<file path="src/rtl/issue_pkg.sv">
package issue_pkg;
  typedef enum logic [2:0] {
    SLOT_IDLE,
    SLOT_CPU,
    SLOT_DUP,
    SLOT_L1,
    SLOT_MISS
  } slot_kind_e;
endpackage

</file>
<file path="src/rtl/issue_window.sv">
module issue_window #(
  parameter int WIN_DEPTH = 8,
  parameter int ADDR_W    = 12,
  parameter int IPC       = 2,
  localparam int PW = (WIN_DEPTH > 1) ? $clog2(WIN_DEPTH) : 1,
  localparam int CW = $clog2(WIN_DEPTH + 1),
  localparam int NW = $clog2(IPC + 1)
) (
  input  logic                       clk_i,
  input  logic                       rst_ni,
  input  logic [NW-1:0]              add_n_i,
  input  logic [IPC-1:0][ADDR_W-1:0] add_addr_i,
  input  logic [IPC-1:0]             add_mem_i,
  input  logic [IPC-1:0]             add_rdy_i,
  input  logic [ADDR_W-1:0]          lk_addr_i,
  output logic                       lk_hit_o,
  output logic                       lk_rdy_o,
  input  logic                       mark_valid_i,
  input  logic [ADDR_W-1:0]          mark_addr_i,
  output logic [CW-1:0]              cnt_o,
  output logic [NW-1:0]              ret_n_o
);
  logic [ADDR_W-1:0]    addr_q [WIN_DEPTH];
  logic [WIN_DEPTH-1:0] mem_q, rdy_q, live, lk_match, mk_match;
  logic [PW-1:0]        head_q, tail_q;
  logic [CW-1:0]        cnt_q;

  for (genvar g = 0; g < WIN_DEPTH; g++) begin : g_ent
    logic [PW-1:0] off;
    assign off         = PW'(g) - head_q;
    assign live[g]     = (CW'(off) < cnt_q);
    assign lk_match[g] = live[g] && mem_q[g] && (addr_q[g] == lk_addr_i);
    assign mk_match[g] = mark_valid_i && live[g] && mem_q[g] && (addr_q[g] == mark_addr_i);
  end

  assign lk_hit_o = |lk_match;
  assign lk_rdy_o = |(lk_match & rdy_q);

  // in-order retirement from head
  always_comb begin
    logic stop;
    logic [PW-1:0] idx;
    ret_n_o = '0;
    stop    = 1'b0;
    for (int k = 0; k < IPC; k++) begin
      idx = head_q + PW'(k);
      if (!stop && (CW'(k) < cnt_q) && rdy_q[idx]) ret_n_o = ret_n_o + NW'(1);
      else stop = 1'b1;
    end
  end

  always_ff @(posedge clk_i or negedge rst_ni) begin
    if (!rst_ni) begin
      head_q <= '0;
      tail_q <= '0;
      cnt_q  <= '0;
      mem_q  <= '0;
      rdy_q  <= '0;
      for (int i = 0; i < WIN_DEPTH; i++) addr_q[i] <= '0;
    end else begin
      for (int i = 0; i < WIN_DEPTH; i++) if (mk_match[i]) rdy_q[i] <= 1'b1;
      for (int k = 0; k < IPC; k++) begin
        if (NW'(k) < add_n_i) begin
          addr_q[tail_q + PW'(k)] <= add_addr_i[k];
          mem_q[tail_q + PW'(k)]  <= add_mem_i[k];
          rdy_q[tail_q + PW'(k)]  <= add_rdy_i[k];
        end
      end
      head_q <= head_q + PW'(ret_n_o);
      tail_q <= tail_q + PW'(add_n_i);
      cnt_q  <= cnt_q + CW'(add_n_i) - CW'(ret_n_o);
    end
  end

  assign cnt_o = cnt_q;
endmodule

</file>
<file path="src/rtl/issue_mshr.sv">
module issue_mshr #(
  parameter int MSHR_DEPTH = 2,
  parameter int ADDR_W     = 12,
  localparam int IW = (MSHR_DEPTH > 1) ? $clog2(MSHR_DEPTH) : 1,
  localparam int MW = $clog2(MSHR_DEPTH + 1)
) (
  input  logic              clk_i,
  input  logic              rst_ni,
  input  logic              alloc_i,
  input  logic [ADDR_W-1:0] alloc_addr_i,
  input  logic              free_i,
  input  logic [ADDR_W-1:0] free_addr_i,
  output logic              full_o,
  output logic [MW-1:0]     cnt_o
);
  logic [ADDR_W-1:0]     addr_q [MSHR_DEPTH];
  logic [MSHR_DEPTH-1:0] vld_q, hit_free;
  logic [IW-1:0]         slot;
  logic                  found;

  for (genvar g = 0; g < MSHR_DEPTH; g++) begin : g_ent
    assign hit_free[g] = free_i && vld_q[g] && (addr_q[g] == free_addr_i);
  end

  always_comb begin
    slot  = '0;
    found = 1'b0;
    for (int i = 0; i < MSHR_DEPTH; i++) begin
      if (!found && !vld_q[i]) begin
        slot  = IW'(i);
        found = 1'b1;
      end
    end
  end

  always_ff @(posedge clk_i or negedge rst_ni) begin
    if (!rst_ni) begin
      vld_q <= '0;
      for (int i = 0; i < MSHR_DEPTH; i++) addr_q[i] <= '0;
    end else begin
      for (int i = 0; i < MSHR_DEPTH; i++) if (hit_free[i]) vld_q[i] <= 1'b0;
      if (alloc_i && found) begin
        vld_q[slot]  <= 1'b1;
        addr_q[slot] <= alloc_addr_i;
      end
    end
  end

  assign full_o = &vld_q;
  assign cnt_o  = MW'($countones(vld_q));
endmodule

</file>
<file path="src/rtl/issue_slot_ctl.sv">
module issue_slot_ctl
  import issue_pkg::*;
#(
  parameter int IPC       = 2,
  parameter int WIN_DEPTH = 8,
  parameter int ADDR_W    = 12,
  parameter int CNT_W     = 4,
  localparam int CW = $clog2(WIN_DEPTH + 1),
  localparam int NW = $clog2(IPC + 1)
) (
  input  logic [CW-1:0]              win_cnt_i,
  input  logic [CNT_W-1:0]           ec_i,
  input  logic                       req_valid_i,
  input  logic [ADDR_W-1:0]          req_addr_i,
  input  logic                       dup_hit_i,
  input  logic                       dup_rdy_i,
  input  logic                       resp_valid_i,
  input  logic [ADDR_W-1:0]          resp_addr_i,
  input  logic                       l1_hit_i,
  input  logic                       mshr_full_i,
  input  logic                       mc_ready_i,
  output logic [CNT_W-1:0]           ec_o,
  output logic [NW-1:0]              add_n_o,
  output logic [IPC-1:0][ADDR_W-1:0] add_addr_o,
  output logic [IPC-1:0]             add_mem_o,
  output logic [IPC-1:0]             add_rdy_o,
  output logic                       pop_o,
  output logic                       miss_o,
  output logic                       mshr_fail_o,
  output logic                       mc_fail_o,
  output logic                       stall_o
);
  slot_kind_e kind [IPC];
  logic       halt;
  logic       resp_same;

  assign resp_same = resp_valid_i && (resp_addr_i == req_addr_i);

  always_comb begin
    ec_o        = ec_i;
    add_n_o     = '0;
    pop_o       = 1'b0;
    miss_o      = 1'b0;
    mshr_fail_o = 1'b0;
    mc_fail_o   = 1'b0;
    stall_o     = 1'b0;
    halt        = 1'b0;
    for (int s = 0; s < IPC; s++) begin
      kind[s]       = SLOT_IDLE;
      add_addr_o[s] = '0;
      add_mem_o[s]  = 1'b0;
      add_rdy_o[s]  = 1'b0;
    end
    for (int s = 0; s < IPC; s++) begin
      if (!halt) begin
        if (int'(win_cnt_i) + int'(add_n_o) >= WIN_DEPTH) begin
          if (s == 0) stall_o = 1'b1;
          halt = 1'b1;
        end else if (ec_o != '0) begin
          ec_o    = ec_o - CNT_W'(1);
          kind[s] = SLOT_CPU;
        end else if (!req_valid_i || pop_o) begin
          halt = 1'b1;
        end else if (dup_hit_i) begin
          kind[s] = SLOT_DUP;
          pop_o   = 1'b1;
        end else if (l1_hit_i) begin
          kind[s] = SLOT_L1;
          pop_o   = 1'b1;
        end else if (mshr_full_i) begin
          mshr_fail_o = 1'b1;
          halt        = 1'b1;
        end else if (!mc_ready_i) begin
          mc_fail_o = 1'b1;
          halt      = 1'b1;
        end else begin
          kind[s] = SLOT_MISS;
          pop_o   = 1'b1;
          miss_o  = 1'b1;
          halt    = 1'b1;
        end
        // fill the entry for this slot
        if (kind[s] != SLOT_IDLE) begin
          add_n_o       = add_n_o + NW'(1);
          add_mem_o[s]  = (kind[s] != SLOT_CPU);
          add_addr_o[s] = (kind[s] == SLOT_CPU) ? '0 : req_addr_i;
          unique case (kind[s])
            SLOT_CPU, SLOT_L1: add_rdy_o[s] = 1'b1;
            SLOT_DUP:          add_rdy_o[s] = dup_rdy_i || resp_same;
            default:           add_rdy_o[s] = 1'b0;
          endcase
        end
      end
    end
  end
endmodule

</file>
<file path="src/rtl/issue_stage.sv">
module issue_stage #(
  parameter int IPC        = 2,
  parameter int WIN_DEPTH  = 8,
  parameter int MSHR_DEPTH = 2,
  parameter int ADDR_W     = 12,
  parameter int CNT_W      = 4,
  parameter int STALL_W    = 16,
  localparam int CW = $clog2(WIN_DEPTH + 1),
  localparam int NW = $clog2(IPC + 1),
  localparam int MW = $clog2(MSHR_DEPTH + 1)
) (
  input  logic               clk_i,
  input  logic               rst_ni,
  input  logic               req_valid_i,
  input  logic [CNT_W-1:0]   req_cnt_i,
  input  logic [ADDR_W-1:0]  req_addr_i,
  output logic               req_pop_o,
  input  logic               l1_hit_i,
  input  logic               mc_ready_i,
  output logic               mc_valid_o,
  output logic [ADDR_W-1:0]  mc_addr_o,
  input  logic               resp_valid_i,
  input  logic [ADDR_W-1:0]  resp_addr_i,
  output logic [NW-1:0]      issue_cnt_o,
  output logic [NW-1:0]      retire_cnt_o,
  output logic [CW-1:0]      win_cnt_o,
  output logic [MW-1:0]      mshr_cnt_o,
  output logic               stall_o,
  output logic [STALL_W-1:0] stall_cnt_o,
  output logic               mshr_retry_o,
  output logic               mc_retry_o
);
  logic [IPC-1:0][ADDR_W-1:0] add_addr;
  logic [IPC-1:0]             add_mem, add_rdy;
  logic [NW-1:0]              add_n;
  logic [CNT_W-1:0]           ec_in, ec_out, cnt_q;
  logic                       fresh_q;
  logic                       dup_hit, dup_rdy, mshr_full, miss, mshr_fail, mc_fail, pop;
  logic [STALL_W-1:0]         stall_cnt_q;
  logic                       mshr_retry_q, mc_retry_q;

  // a new entry's count is used straight from the input
  assign ec_in = fresh_q ? (req_valid_i ? req_cnt_i : '0) : cnt_q;

  issue_window #(
    .WIN_DEPTH(WIN_DEPTH), .ADDR_W(ADDR_W), .IPC(IPC)
  ) i_window (
    .clk_i       (clk_i),
    .rst_ni      (rst_ni),
    .add_n_i     (add_n),
    .add_addr_i  (add_addr),
    .add_mem_i   (add_mem),
    .add_rdy_i   (add_rdy),
    .lk_addr_i   (req_addr_i),
    .lk_hit_o    (dup_hit),
    .lk_rdy_o    (dup_rdy),
    .mark_valid_i(resp_valid_i),
    .mark_addr_i (resp_addr_i),
    .cnt_o       (win_cnt_o),
    .ret_n_o     (retire_cnt_o)
  );

  issue_mshr #(
    .MSHR_DEPTH(MSHR_DEPTH), .ADDR_W(ADDR_W)
  ) i_mshr (
    .clk_i       (clk_i),
    .rst_ni      (rst_ni),
    .alloc_i     (miss),
    .alloc_addr_i(req_addr_i),
    .free_i      (resp_valid_i),
    .free_addr_i (resp_addr_i),
    .full_o      (mshr_full),
    .cnt_o       (mshr_cnt_o)
  );

  issue_slot_ctl #(
    .IPC(IPC), .WIN_DEPTH(WIN_DEPTH), .ADDR_W(ADDR_W), .CNT_W(CNT_W)
  ) i_slot_ctl (
    .win_cnt_i   (win_cnt_o),
    .ec_i        (ec_in),
    .req_valid_i (req_valid_i),
    .req_addr_i  (req_addr_i),
    .dup_hit_i   (dup_hit),
    .dup_rdy_i   (dup_rdy),
    .resp_valid_i(resp_valid_i),
    .resp_addr_i (resp_addr_i),
    .l1_hit_i    (l1_hit_i),
    .mshr_full_i (mshr_full),
    .mc_ready_i  (mc_ready_i),
    .ec_o        (ec_out),
    .add_n_o     (add_n),
    .add_addr_o  (add_addr),
    .add_mem_o   (add_mem),
    .add_rdy_o   (add_rdy),
    .pop_o       (pop),
    .miss_o      (miss),
    .mshr_fail_o (mshr_fail),
    .mc_fail_o   (mc_fail),
    .stall_o     (stall_o)
  );

  always_ff @(posedge clk_i or negedge rst_ni) begin
    if (!rst_ni) begin
      fresh_q      <= 1'b1;
      cnt_q        <= '0;
      stall_cnt_q  <= '0;
      mshr_retry_q <= 1'b0;
      mc_retry_q   <= 1'b0;
    end else begin
      if (pop) begin
        fresh_q <= 1'b1;
        cnt_q   <= '0;
      end else if (!fresh_q || req_valid_i) begin
        fresh_q <= 1'b0;
        cnt_q   <= ec_out;
      end
      if (stall_o) stall_cnt_q <= stall_cnt_q + STALL_W'(1);
      if (miss) begin
        mshr_retry_q <= 1'b0;
        mc_retry_q   <= 1'b0;
      end else begin
        if (mshr_fail) mshr_retry_q <= 1'b1;
        if (mc_fail)   mc_retry_q   <= 1'b1;
      end
    end
  end

  assign req_pop_o    = pop;
  assign mc_valid_o   = miss;
  assign mc_addr_o    = miss ? req_addr_i : '0;
  assign issue_cnt_o  = add_n;
  assign stall_cnt_o  = stall_cnt_q;
  assign mshr_retry_o = mshr_retry_q;
  assign mc_retry_o   = mc_retry_q;
endmodule

</file>
<file path="config.mk">
export PLATFORM = sky130hd
export DESIGN_NAME = issue_stage
export DESIGN_NICKNAME = d
export VERILOG_FILES = /design/src/rtl/issue_pkg.sv /design/src/rtl/issue_window.sv /design/src/rtl/issue_mshr.sv /design/src/rtl/issue_slot_ctl.sv /design/src/rtl/issue_stage.sv
export SDC_FILE = /design/constraint.sdc
export NUM_CORES = 1
export LEC_CHECK = 0
export BUFFER_PORTS_ARGS = -buffer_cell sky130_fd_sc_hd__buf_4
export CAP_MARGIN = 20
export CELL_PAD_IN_SITES_DETAIL_PLACEMENT = 0
export CELL_PAD_IN_SITES_GLOBAL_PLACEMENT = 2
export CORE_ASPECT_RATIO = 1.1
export CORE_MARGIN = 2
export CORE_UTILIZATION = 43
export DETAILED_ROUTE_END_ITERATION = 12
export HOLD_SLACK_MARGIN = 0.12
export PLACE_DENSITY_LB_ADDON = 0.1
export SLEW_MARGIN = 20
export SYNTH_ARGS = -nofsm -noshare
export SYNTH_HDL_FRONTEND = slang
export SYNTH_HIERARCHICAL = 1
export SYNTH_SLANG_ARGS = --single-unit
</file>
<file path="constraint.sdc">
create_clock -name clk_i -period 20.7 [get_ports clk_i]
set_input_delay 6.21 -clock clk_i [delete_from_list [all_inputs] [get_ports clk_i]]
set_output_delay 6.21 -clock clk_i [all_outputs]
set_load 0.03 [all_outputs]
</file>
==> results of run 1 <==
==> cells in the final DEF (no fill, tap or decap), types with 14 or more instances in the layout <==
master / synthesis / final
mux2i_1: 114 / 114
clkbuf_16: 0 / 17
xor2_1: 67 / 67
nand4_1: 42 / 42
nand2_1: 82 / 82
a21oi_1: 63 / 63
o21ai_0: 16 / 16
buf_4: 19 / 85
inv_1: 45 / 45
dfrtp_1: 170 / 170
nor4_1: 21 / 21
o21ai_1: 60 / 60
and2_1: 37 / 37
xnor2_1: 178 / 178
nor2_1: 77 / 76
ha_1: 32 / 32
nor3_1: 14 / 14
mux2_2: 26 / 26
nand3_1: 25 / 25
==> layout make-up <==
class / instances / area, µm² / area share, %
inverters: 45 / 169 / 1.26
clock buffers: 19 / 433 / 3.22
repair buffers: 86 / 652 / 4.85
well taps: 363 / 454 / 3.38
multi-input cells: 969 / 7280 / 54.1
clock inverters: 13 / 181 / 1.35
flip-flops and latches: 171 / 4280 / 31.8
==> per-layer routing <==
metal,vias up,track usage (%),routed length [µm]
met4,0,9.22,1150
li1,4408,-,-
met3,53,3.40,1460
met2,246,44.7,18900
met5,-,0,0
met1,4687,38.1,18100
==> power by group <==
part	switching [µW]	leakage (µW)	total (µW)	internal [µW]
Sequential	0.0133	0.00232	334	334
Combinational	34.8	0.00339	53.9	19.1
Clock	151	0.000297	345	194
==> stage by stage <==
stage,worst slack (ns),utilization (%),instance area [µm²],power [µW]
2_1_floorplan,4.24,-,12200,371
3_3_place_gp,3.74,45.9,12800,394
3_5_place_dp,3.65,45.9,12800,394
4_1_cts,3.64,48.1,13400,739
5_1_grt,3.56,48.1,13400,758
6_report,4.00,48.1,13400,733
==> state kept, by name, indices dropped and copies added (netlist names) <==
signal,flops
cnt_q,4
i_window/rdy_q,8
i_mshr/vld_q,2
fresh_q,1
i_window/mem_q,8
i_window/cnt_o,4
mshr_retry_o,1
i_window/head_q,3
i_mshr/addr_q,24
i_window/addr_q,96
i_window/tail_q,3
stall_cnt_o,16
mc_retry_o,1
==> logic make-up (layout without fill, tap and decap cells) <==
logic type | after synthesis | after routing | synth area share (%)
mux | 145 | 145 | 12.6
buf+inv | 135 | 163 | 5.62
compound gates | 187 | 187 | 8.89
flops | 171 | 171 | 35.0
fa+ha+maj | 36 | 36 | 3.93
simple gates | 353 | 353 | 16.0
xor+xnor | 248 | 248 | 17.9
==> worst max-delay path: cells and delay by family <==
| kind | cells | cell delay [ns] |
|---|---|---|
| compound gates | 5 | 1.06 |
| xor+xnor | 1 | 0.15 |
| fa+ha+maj | 2 | 0.47 |
| buf+inv | 2 | 0.36 |
| simple gates | 8 | 2.22 |
==> path summary, 6_finish.rpt <==
check                      slack (ns)  cells after the start                            end                          from
max reg2reg                     14.02                     25    i_window/cnt_o[3]$_DFF_PN0_  i_window/head_q[1]$_DFF_PN0_
max in group asynchronous       13.45                      2  i_window/addr_q[89]$_DFF_PN0_                        rst_ni
min in group asynchronous        5.84                      1           cnt_q[3]$_DFFE_PN0P_                        rst_ni
min reg2reg                      0.48                      1    stall_cnt_o[15]$_DFFE_PN0P_   stall_cnt_o[15]$_DFFE_PN0P_
min                              0.48                      1    stall_cnt_o[15]$_DFFE_PN0P_   stall_cnt_o[15]$_DFFE_PN0P_
max                              4.00                     18                   mc_addr_o[6]                 req_addr_i[7]
==> impl_results.md, run 1 <==
- Outcome: finished clean
- Final setup fails: 0
- Die area: 29800 µm²
- Synth area leader: dfrtp_1
- CTS Sinks: 171
- Resized Gates After CTS: 0
- Largest buffer count on any clock path: 2
- RSZ-0062 raised after global routing: no
- EDFF count, synth: 0
- Number of global-route vias before repair: 9462
- Area contributors post-synth: dfrtp_1 (35%), xnor2_1 (13%), mux2i_1 (9.3%), xor2_1 (4.8%), ha_1 (3.3%)
- Die width: 165 µm
- Max_cap viols: 0
- Most instantiated library cell after synthesis: xnor2_1
- Post-layout minimum cycle time: 16.70 ns
- Crit Path Class: in2out
- Clock Skews: 0.0123 ns
- Worst Path Arrival: 10.49 ns
- Total grt overflow: 0
- GRT Overall Usage: 27.6%
- Share of layout cells above drive strength 1: 14.4%
- CTS clk-pin slew, worst paths: 0.07 ns
- Worst path required time: 14.49 ns
- Share of the synthesized area in the top cell type: 34.8%
- Hold_ws: 0.478 ns
- Critical path's slowest cell: or4_1
- Hold crit path type: reg2reg
- Antenna Nets Post-Route: 0
- Initial core utilization: 43.8%
- Cell chain of the critical path: buf_4, xnor2_1, nand4_1, nor3_1, nand3_1, o21ai_1, or4_1, or2_2, o21ai_1, a31oi_1, ha_1, ha_1, nor2b_1, a41o_1, a41oi_1, nor2_2, and2_1, buf_4
- Core area: 27900 µm²
- Fin crit share: 80.7%
- Hold Fails Final Rpt: 0
- CP Launch Type: primary input
- Clock root buffer: clkbuf_16
- Largest net degree at the start of global routing: 107
- Post-synthesis sequential area ratio: 35.0%
- TritonRoute pass-1 iters: 5
- Worst Tran Pin Value: 1.10 ns
- Synthesized area: 12200 µm²
- PortBufs: 76
- # hold bufs at CTS: 0
- Clk_lat worst skew: 0.44 ns
- Post-synth ARST share: 100%
- Peak supply drop: 0.0000411 V
- Static leakage: 0.00600 µW
- CP peak stage delay: 0.64 ns
- H-tree levels: 4
- Relative slew slack: 26.7%
- DRC Markers: 0
- Routed wire per std cell: 23.8 µm
- Height of the die: 181 µm
- Max Transition Viols Final: 0
- # IOs: 77
- Main flop type after synthesis: dfrtp_1
- DP Wirelength: 28.5 mm
- Inserted Diodes: 0
- Max frequency: 0.0599 GHz
- DR vias/cell: 5.64
- Number of synthesis warnings: 6
- Via Count: 9394
- Post-Route WL: 39.6 mm
- CP Capture Type: primary output
- Final cell count without fillers: 1666
- Cell row count: 64
- Layout area overhead: 9.89%
- Yosys reg bits: 171
- Critical Path Fanout Max: 17
- Global placement routability congestion: 0.921
- Placed instance count: 1634
- Fin Setup TNS: 0 ns
- Post-layout net count: 1360
- Post-Syn Nets: 1345
- Post-CTS setup buffers: 0
- First-pass GRT wire length: 60.6 mm
- Fill cell total of the finished layout: 2703
- CTS buffer count: 17
- Pwr Density: 54.5 nW/µm²
- Post-synth cell types: 79
- Synth top cells by count: xnor2_1 (178), dfrtp_1 (170), mux2i_1 (114)
- DR iter-0 viols: 736
- Gate Count Post-Synth: 1275
- Antenna violations before repair: 0
- CTS tree: built
- Syn avg cell area: 9.60 µm²
Power figures use the tool's default switching activity.
==> run 2: changes to the inputs <==
--- a/config.mk
+++ b/config.mk
@@ -11,7 +11,7 @@
 export CELL_PAD_IN_SITES_GLOBAL_PLACEMENT = 2
 export CORE_ASPECT_RATIO = 1.1
 export CORE_MARGIN = 2
-export CORE_UTILIZATION = 43
+export CORE_UTILIZATION = 36
 export DETAILED_ROUTE_END_ITERATION = 12
 export HOLD_SLACK_MARGIN = 0.12
 export PLACE_DENSITY_LB_ADDON = 0.1
==> constraint.sdc (replaced) <==
create_clock -name clk_i -period 13.38 [get_ports clk_i]
set_input_delay 4.014 -clock clk_i [delete_from_list [all_inputs] [get_ports clk_i]]
set_output_delay 4.014 -clock clk_i [all_outputs]
set_load 0.03 [all_outputs]
==> impl_results.md, run 2 (same netlist as run 1, synthesis figures left out) <==
- CP Launch Type: primary input
- TritonRoute pass-1 iters: 7
- Post-CTS setup buffers: 0
- Resized Gates After CTS: 0
- Number of global-route vias before repair: 9275
- DR vias/cell: 5.26
- Clock Skews: 0.0152 ns
- DRC Markers: 0
- Die area: 35500 µm²
- CTS clk-pin slew, worst paths: 0.07 ns
- Share of layout cells above drive strength 1: 14.5%
- Hold_ws: 0.479 ns
- Final setup fails: 0
- Via Count: 9129
- Core area: 33400 µm²
- Total Power: 1150 µW
- Layout area overhead: 11.0%
- Post-layout minimum cycle time: 12.37 ns
- Area of the multi-input gates: 7280 µm²
- Sequential fraction of design power: 44.9%
- Worst path required time: 9.37 ns
- Cell row count: 70
- PortBufs: 76
- Worst Path Arrival: 8.36 ns
- Largest buffer count on any clock path: 2
- Clk_lat worst skew: 0.46 ns
- Post-layout net count: 1361
- CTS Sinks: 171
- P_int: 847 µW
- Most frequent cells in the layout: xnor2_1 (178), dfrtp_1 (170), mux2i_1 (114)
- Sw frac: 26.2%
- DR iter-0 viols: 572
- Height of the die: 197 µm
- Largest register FFs: 96
- # IOs: 77
- Fill cell total of the finished layout: 3314
- Outcome: finished clean
- Die width: 180 µm
- Max Transition Viols Final: 0
- Largest Register: i_window/addr_q
- Total grt overflow: 0
- CTS tree: built
- Logic pwr share: 7.3%
- H-tree levels: 4
- Max_cap viols: 0
- Worst Tran Pin Value: 1.13 ns
- Antenna violations before repair: 1
- Fin Setup TNS: 0 ns
- RSZ-0062 raised after global routing: no
- NetSw: 302 µW
- Fin crit share: 92.5%
- Crit Path Class: in2out
- GRT Overall Usage: 23.6%
- Antenna Nets Post-Route: 0
- Static leakage: 0.00602 µW
- Inserted Diodes: 0
- Routed wire per std cell: 23.4 µm
- Global placement routability congestion: 0.890
- Critical Path Fanout Max: 14
- Clock root buffer: clkbuf_16
- Most common cell after layout, fill and taps aside: xnor2_1
- Initial core utilization: 36.7%
- Hold crit path type: reg2reg
- CP Capture Type: primary output
- Post-Route WL: 40.7 mm
- Hold Fails Final Rpt: 0
- # hold bufs at CTS: 0
- Max frequency: 0.0808 GHz
- FF+latch area: 4280 µm²
- First-pass GRT wire length: 62.2 mm
- Peak supply drop: 0.0000829 V
- Pwr Density: 84.6 nW/µm²
- Relative slew slack: 24.5%
- Core Util, Final: 40.7%
- DP Wirelength: 29.7 mm
- CTS buffer count: 17
- Largest net degree at the start of global routing: 112
- Clock power frac: 47.7%
run 2: cell count changes in the layout (fill, tap and decap cells not counted), sizes merged:
cell      previous run  this run
clkinvlp             1         4
clkbuf              20        18
clkinv               3         1
buf                 85        86
inv                 51        52
run 2: routing by layer:
layer	up-vias	part of all wire, %	routed length (µm)	global-route usage, %
met4	0	2.7	1080	7.95
met2	215	48	19700	40.0
li1	4389	-	-	-
met1	4463	46	18500	31.1
met3	62	3.4	1370	3.13
met5	-	0	0	0
run 2: layout make-up:
type                       instances  area share, %
sequential                       171           31.5
tap                              432           3.98
inverter                          45           1.24
timing repair buffer              87           5.08
multi-input combinational        969           53.6
clock buffer                      17           3.13
clock inverter                    15           1.49
run 2: worst max-delay path, stage by stage:
cell     delay, ns
buf_4         0.25
xnor2_1       0.11
nand4_1       0.12
nor3_1        0.12
nand3_1       0.09
o21ai_1       0.06
or4_1         0.63
or2_2         0.37
o21ai_1       0.35
a31oi_1       0.21
ha_1          0.28
ha_1          0.19
nor2b_1       0.11
a41o_1        0.20
a41oi_1       0.26
nor3_1        0.67
buf_4         0.29
run 2: final timing paths:
check,start,end,slack (ns),depth (start not counted)
setup / recovery,req_addr_i[2],req_pop_o,1.01,17
hold / removal,stall_cnt_o[15]$_DFFE_PN0P_,stall_cnt_o[15]$_DFFE_PN0P_,0.48,1
setup reg to reg,i_window/head_q[1]$_DFF_PN0_,i_window/cnt_o[3]$_DFF_PN0_,6.73,26
hold reg to reg,stall_cnt_o[15]$_DFFE_PN0P_,stall_cnt_o[15]$_DFFE_PN0P_,0.48,1
max in group asynchronous,rst_ni,i_window/addr_q[53]$_DFF_PN0_,8.20,2
min in group asynchronous,rst_ni,i_window/cnt_o[1]$_DFF_PN0_,3.69,1
run 2: stage by stage:
step	worst slack, ns	cells	cell area [µm²]
2_1_floorplan	1.31	1275	12200
5_1_grt	0.677	1736	13600
4_1_cts	1.01	1735	13600
6_report	1.01	1736	13600
3_5_place_dp	1.03	1703	12900
3_3_place_gp	1.08	1700	12900
run 2: power groups by stage:
stage	clock, µW	combinational, µW	sequential (µW)
5_1_grt	584	91.7	516
2_1_floorplan	0	47.4	527
4_1_cts	562	85.5	516
6_report	549	84.1	516
3_5_place_dp	0	85.1	527
3_3_place_gp	0	85.3	527
==> run 3: changes to the inputs <==
--- a/config.mk
+++ b/config.mk
@@ -5,13 +5,14 @@
 export SDC_FILE = /design/constraint.sdc
 export NUM_CORES = 1
 export LEC_CHECK = 0
+export ABC_AREA = 1
 export BUFFER_PORTS_ARGS = -buffer_cell sky130_fd_sc_hd__buf_4
 export CAP_MARGIN = 20
 export CELL_PAD_IN_SITES_DETAIL_PLACEMENT = 0
 export CELL_PAD_IN_SITES_GLOBAL_PLACEMENT = 2
 export CORE_ASPECT_RATIO = 1.1
 export CORE_MARGIN = 2
-export CORE_UTILIZATION = 36
+export CORE_UTILIZATION = 32
 export DETAILED_ROUTE_END_ITERATION = 12
 export HOLD_SLACK_MARGIN = 0.12
 export PLACE_DENSITY_LB_ADDON = 0.1
==> constraint.sdc (replaced) <==
create_clock -name clk_i -period 10.6 [get_ports clk_i]
set_input_delay 3.18 -clock clk_i [delete_from_list [all_inputs] [get_ports clk_i]]
set_output_delay 3.18 -clock clk_i [all_outputs]
set_load 0.03 [all_outputs]
==> impl_results.md, run 3 <==
- Outcome: finished clean
- Hold crit path type: reg2reg
- PortBufs: 76
- Worst reg2reg path depth: 35
- Core area: 40300 µm²
- DR vias/cell: 5.11
- Worst path required time: 7.42 ns
- DP Wirelength: 41.5 mm
- Antenna Nets Post-Route: 0
- Area of the multi-input gates: 7310 µm²
- Post-synth cell types: 46
- Synthesized area: 13100 µm²
- Most frequent cells in the layout: nand2_1 (558), inv_1 (273), nor2_1 (256)
- Core Util, Final: 36.3%
- GRT Overall Usage: 26.5%
- DR WL met2: 27.1 mm
- TritonRoute pass-1 iters: 7
- Total grt overflow: 0
- First-pass GRT wire length: 81.6 mm
- Largest buffer count on any clock path: 2
- DR top layer: met4
- Final cell count without fillers: 2532
- Die area: 42600 µm²
- Post-Route WL: 55.6 mm
- DP Worst Slack: 0.552 ns
- Largest net degree at the start of global routing: 69
- NetSw: 411 µW
- Die width: 197 µm
- FF+latch area: 4280 µm²
- Met1 Wirelength: 24.3 mm
- Layout area overhead: 11.5%
- Routed wl met3: 2.43 mm
- Post-synth ARST share: 100%
- Final setup fails: 0
- Via Count: 12941
- Yosys reg bits: 171
- Share of the synthesized area in the top cell type: 32.5%
- Sequential fraction of design power: 45.2%
- Clk_lat worst skew: 0.48 ns
- Clock root buffer: clkbuf_16
- Worst Path Arrival: 6.93 ns
- DRC Markers: 0
- Pwr Density: 98.7 nW/µm²
- Flop-to-flop setup slack: 3.73 ns
- R2r endpoint: i_window/addr_q[37]$_DFF_PN0_
- Max_cap viols: 0
- Hold path startpoint: i_mshr/addr_q[20]$_DFFE_PN0P_
- Fill cell total of the finished layout: 4460
- CTS Sinks: 171
- Post-CTS setup buffers: 0
- Worst Hold Path Cells: 2
- Resized Gates After CTS: 0
- CTS tree: built
- Static leakage: 0.00727 µW
- EDFF count, synth: 0
- Syn avg cell area: 6.62 µm²
- Peak supply drop: 0.000113 V
- # hold bufs at CTS: 0
- Inserted Diodes: 0
- Cell row count: 77
- RSZ-0062 raised after global routing: no
- CTS clk-pin slew, worst paths: 0.07 ns
- Max Transition Viols Final: 0
- Height of the die: 216 µm
- Post-layout minimum cycle time: 10.11 ns
- Sw frac: 28.5%
- Most instantiated library cell after synthesis: nand2_1
- # IOs: 77
- Largest register FFs: 96
- Number of global-route vias before repair: 12139
- Critical Path Fanout Max: 12
- Global placement routability congestion: 0.946
- Relative slew slack: 34.7%
- Synth top cells by count: nand2_1 (559), inv_1 (273), nor2_1 (256)
- Most common cell after layout, fill and taps aside: nand2_1
- Logic pwr share: 9.2%
- Crit Path Class: in2out
- Hold Fails Final Rpt: 0
- FF-to-FF Start: i_window/head_q[1]$_DFF_PN0_
- DR iter-0 viols: 1123
- Post-synthesis sequential area ratio: 32.7%
- Total Power: 1440 µW
- Worst Tran Pin Value: 0.977 ns
- Initial core utilization: 32.5%
- Main flop type after synthesis: dfrtp_1
- Placed instance count: 2500
- Clock power frac: 45.6%
- Post-Syn Nets: 2049
- Routed wire per std cell: 22.0 µm
- Post-layout net count: 2076
- CP Capture Type: primary output
- Antenna violations before repair: 0
- Share of layout cells above drive strength 1: 10.5%
- Area contributors post-synth: dfrtp_1 (32%), nand2_1 (16%), inv_1 (7.8%), nor2_1 (7.3%), xnor2_1 (4.7%)
- Synth area leader: dfrtp_1
- Number of synthesis warnings: 6
- H-tree levels: 4
- Max frequency: 0.0989 GHz
- CP Launch Type: primary input
- Fin Setup TNS: 0 ns
- Clock Skews: 0.0126 ns
- CTS buffer count: 17
- Gate Count Post-Synth: 1979
- P_int: 1030 µW
- Hold path endpoint: i_mshr/addr_q[20]$_DFFE_PN0P_
- Fin crit share: 95.4%
- Largest Register: i_window/addr_q
- Fin worst setup slack: 0.490 ns
-- run 3: layout make-up --
type	instances	share of cell area (%)
Multi-Input combinational cell	1435	50.0
Sequential cell	171	29.3
Inverter	291	7.49
Timing Repair Buffer	90	4.80
Tap cell	513	4.39
Clock buffer	19	3.10
Clock inverter	13	0.891
-- run 3: worst max path at each step --
stage                    from             end  slack (ns)
6_report       req_addr_i[10]       req_pop_o        0.49
5_1_grt        req_addr_i[10]    mc_addr_o[8]         0.1
4_1_cts        req_addr_i[10]    mc_addr_o[6]        0.53
3_5_place_dp   req_addr_i[10]  issue_cnt_o[0]        0.55
3_3_place_gp   req_addr_i[10]  issue_cnt_o[0]        0.53
2_1_floorplan   req_addr_i[6]   mc_addr_o[10]        0.79
-- run 3: layer usage --
layer	GRT usage [%]	up-vias
li1	-	6326
met1	34.3	6192
met2	45.2	349
met3	3.19	74
met4	10.2	0
met5	0	-
-- run 3: through the flow --
step | instance area (µm²) | hold WS, ns
final | 14600 | 0.496
after global routing | 14600 | 0.525
after CTS | 14600 | 0.498
after detailed placement | 14000 | 0.479
after global placement | 14000 | 0.471
after floorplan | 13100 | 0.455
-- run 3: cell families (layout without fill, tap and decap cells) --
group / Yosys count / in the layout / share of synthesized area, %
flops: 171 / 171 / 32.7
compound gates: 329 / 329 / 14.8
buf+inv: 373 / 413 / 11.6
fa+ha+maj: 36 / 36 / 3.67
xor+xnor: 92 / 92 / 6.29
simple gates: 978 / 978 / 31.0
-- run 3: power groups by stage --
stage / clock network [µW] / logic (µW) / registers [µW]
5_1_grt: 697 / 145 / 652
3_3_place_gp: 0 / 133 / 665
4_1_cts: 676 / 133 / 652
6_report: 658 / 132 / 652
3_5_place_dp: 0 / 133 / 665
2_1_floorplan: 0 / 69.2 / 665
-- run 3: critical path, stage by stage --
cell	delay [ns]
buf_4	0.22
inv_1	0.18
nand2_1	0.09
nand2_1	0.05
nor2_1	0.20
nand2_1	0.11
nor2_1	0.22
nand3_1	0.11
nand2_1	0.10
nor2_1	0.04
nand2_1	0.19
nor2_1	0.12
inv_1	0.11
nand2_1	0.11
a21oi_4	0.24
nor2_1	0.08
inv_1	0.08
ha_1	0.16
nand3_1	0.12
a21oi_2	0.22
nand2_1	0.16
o31ai_1	0.57
buf_4	0.27
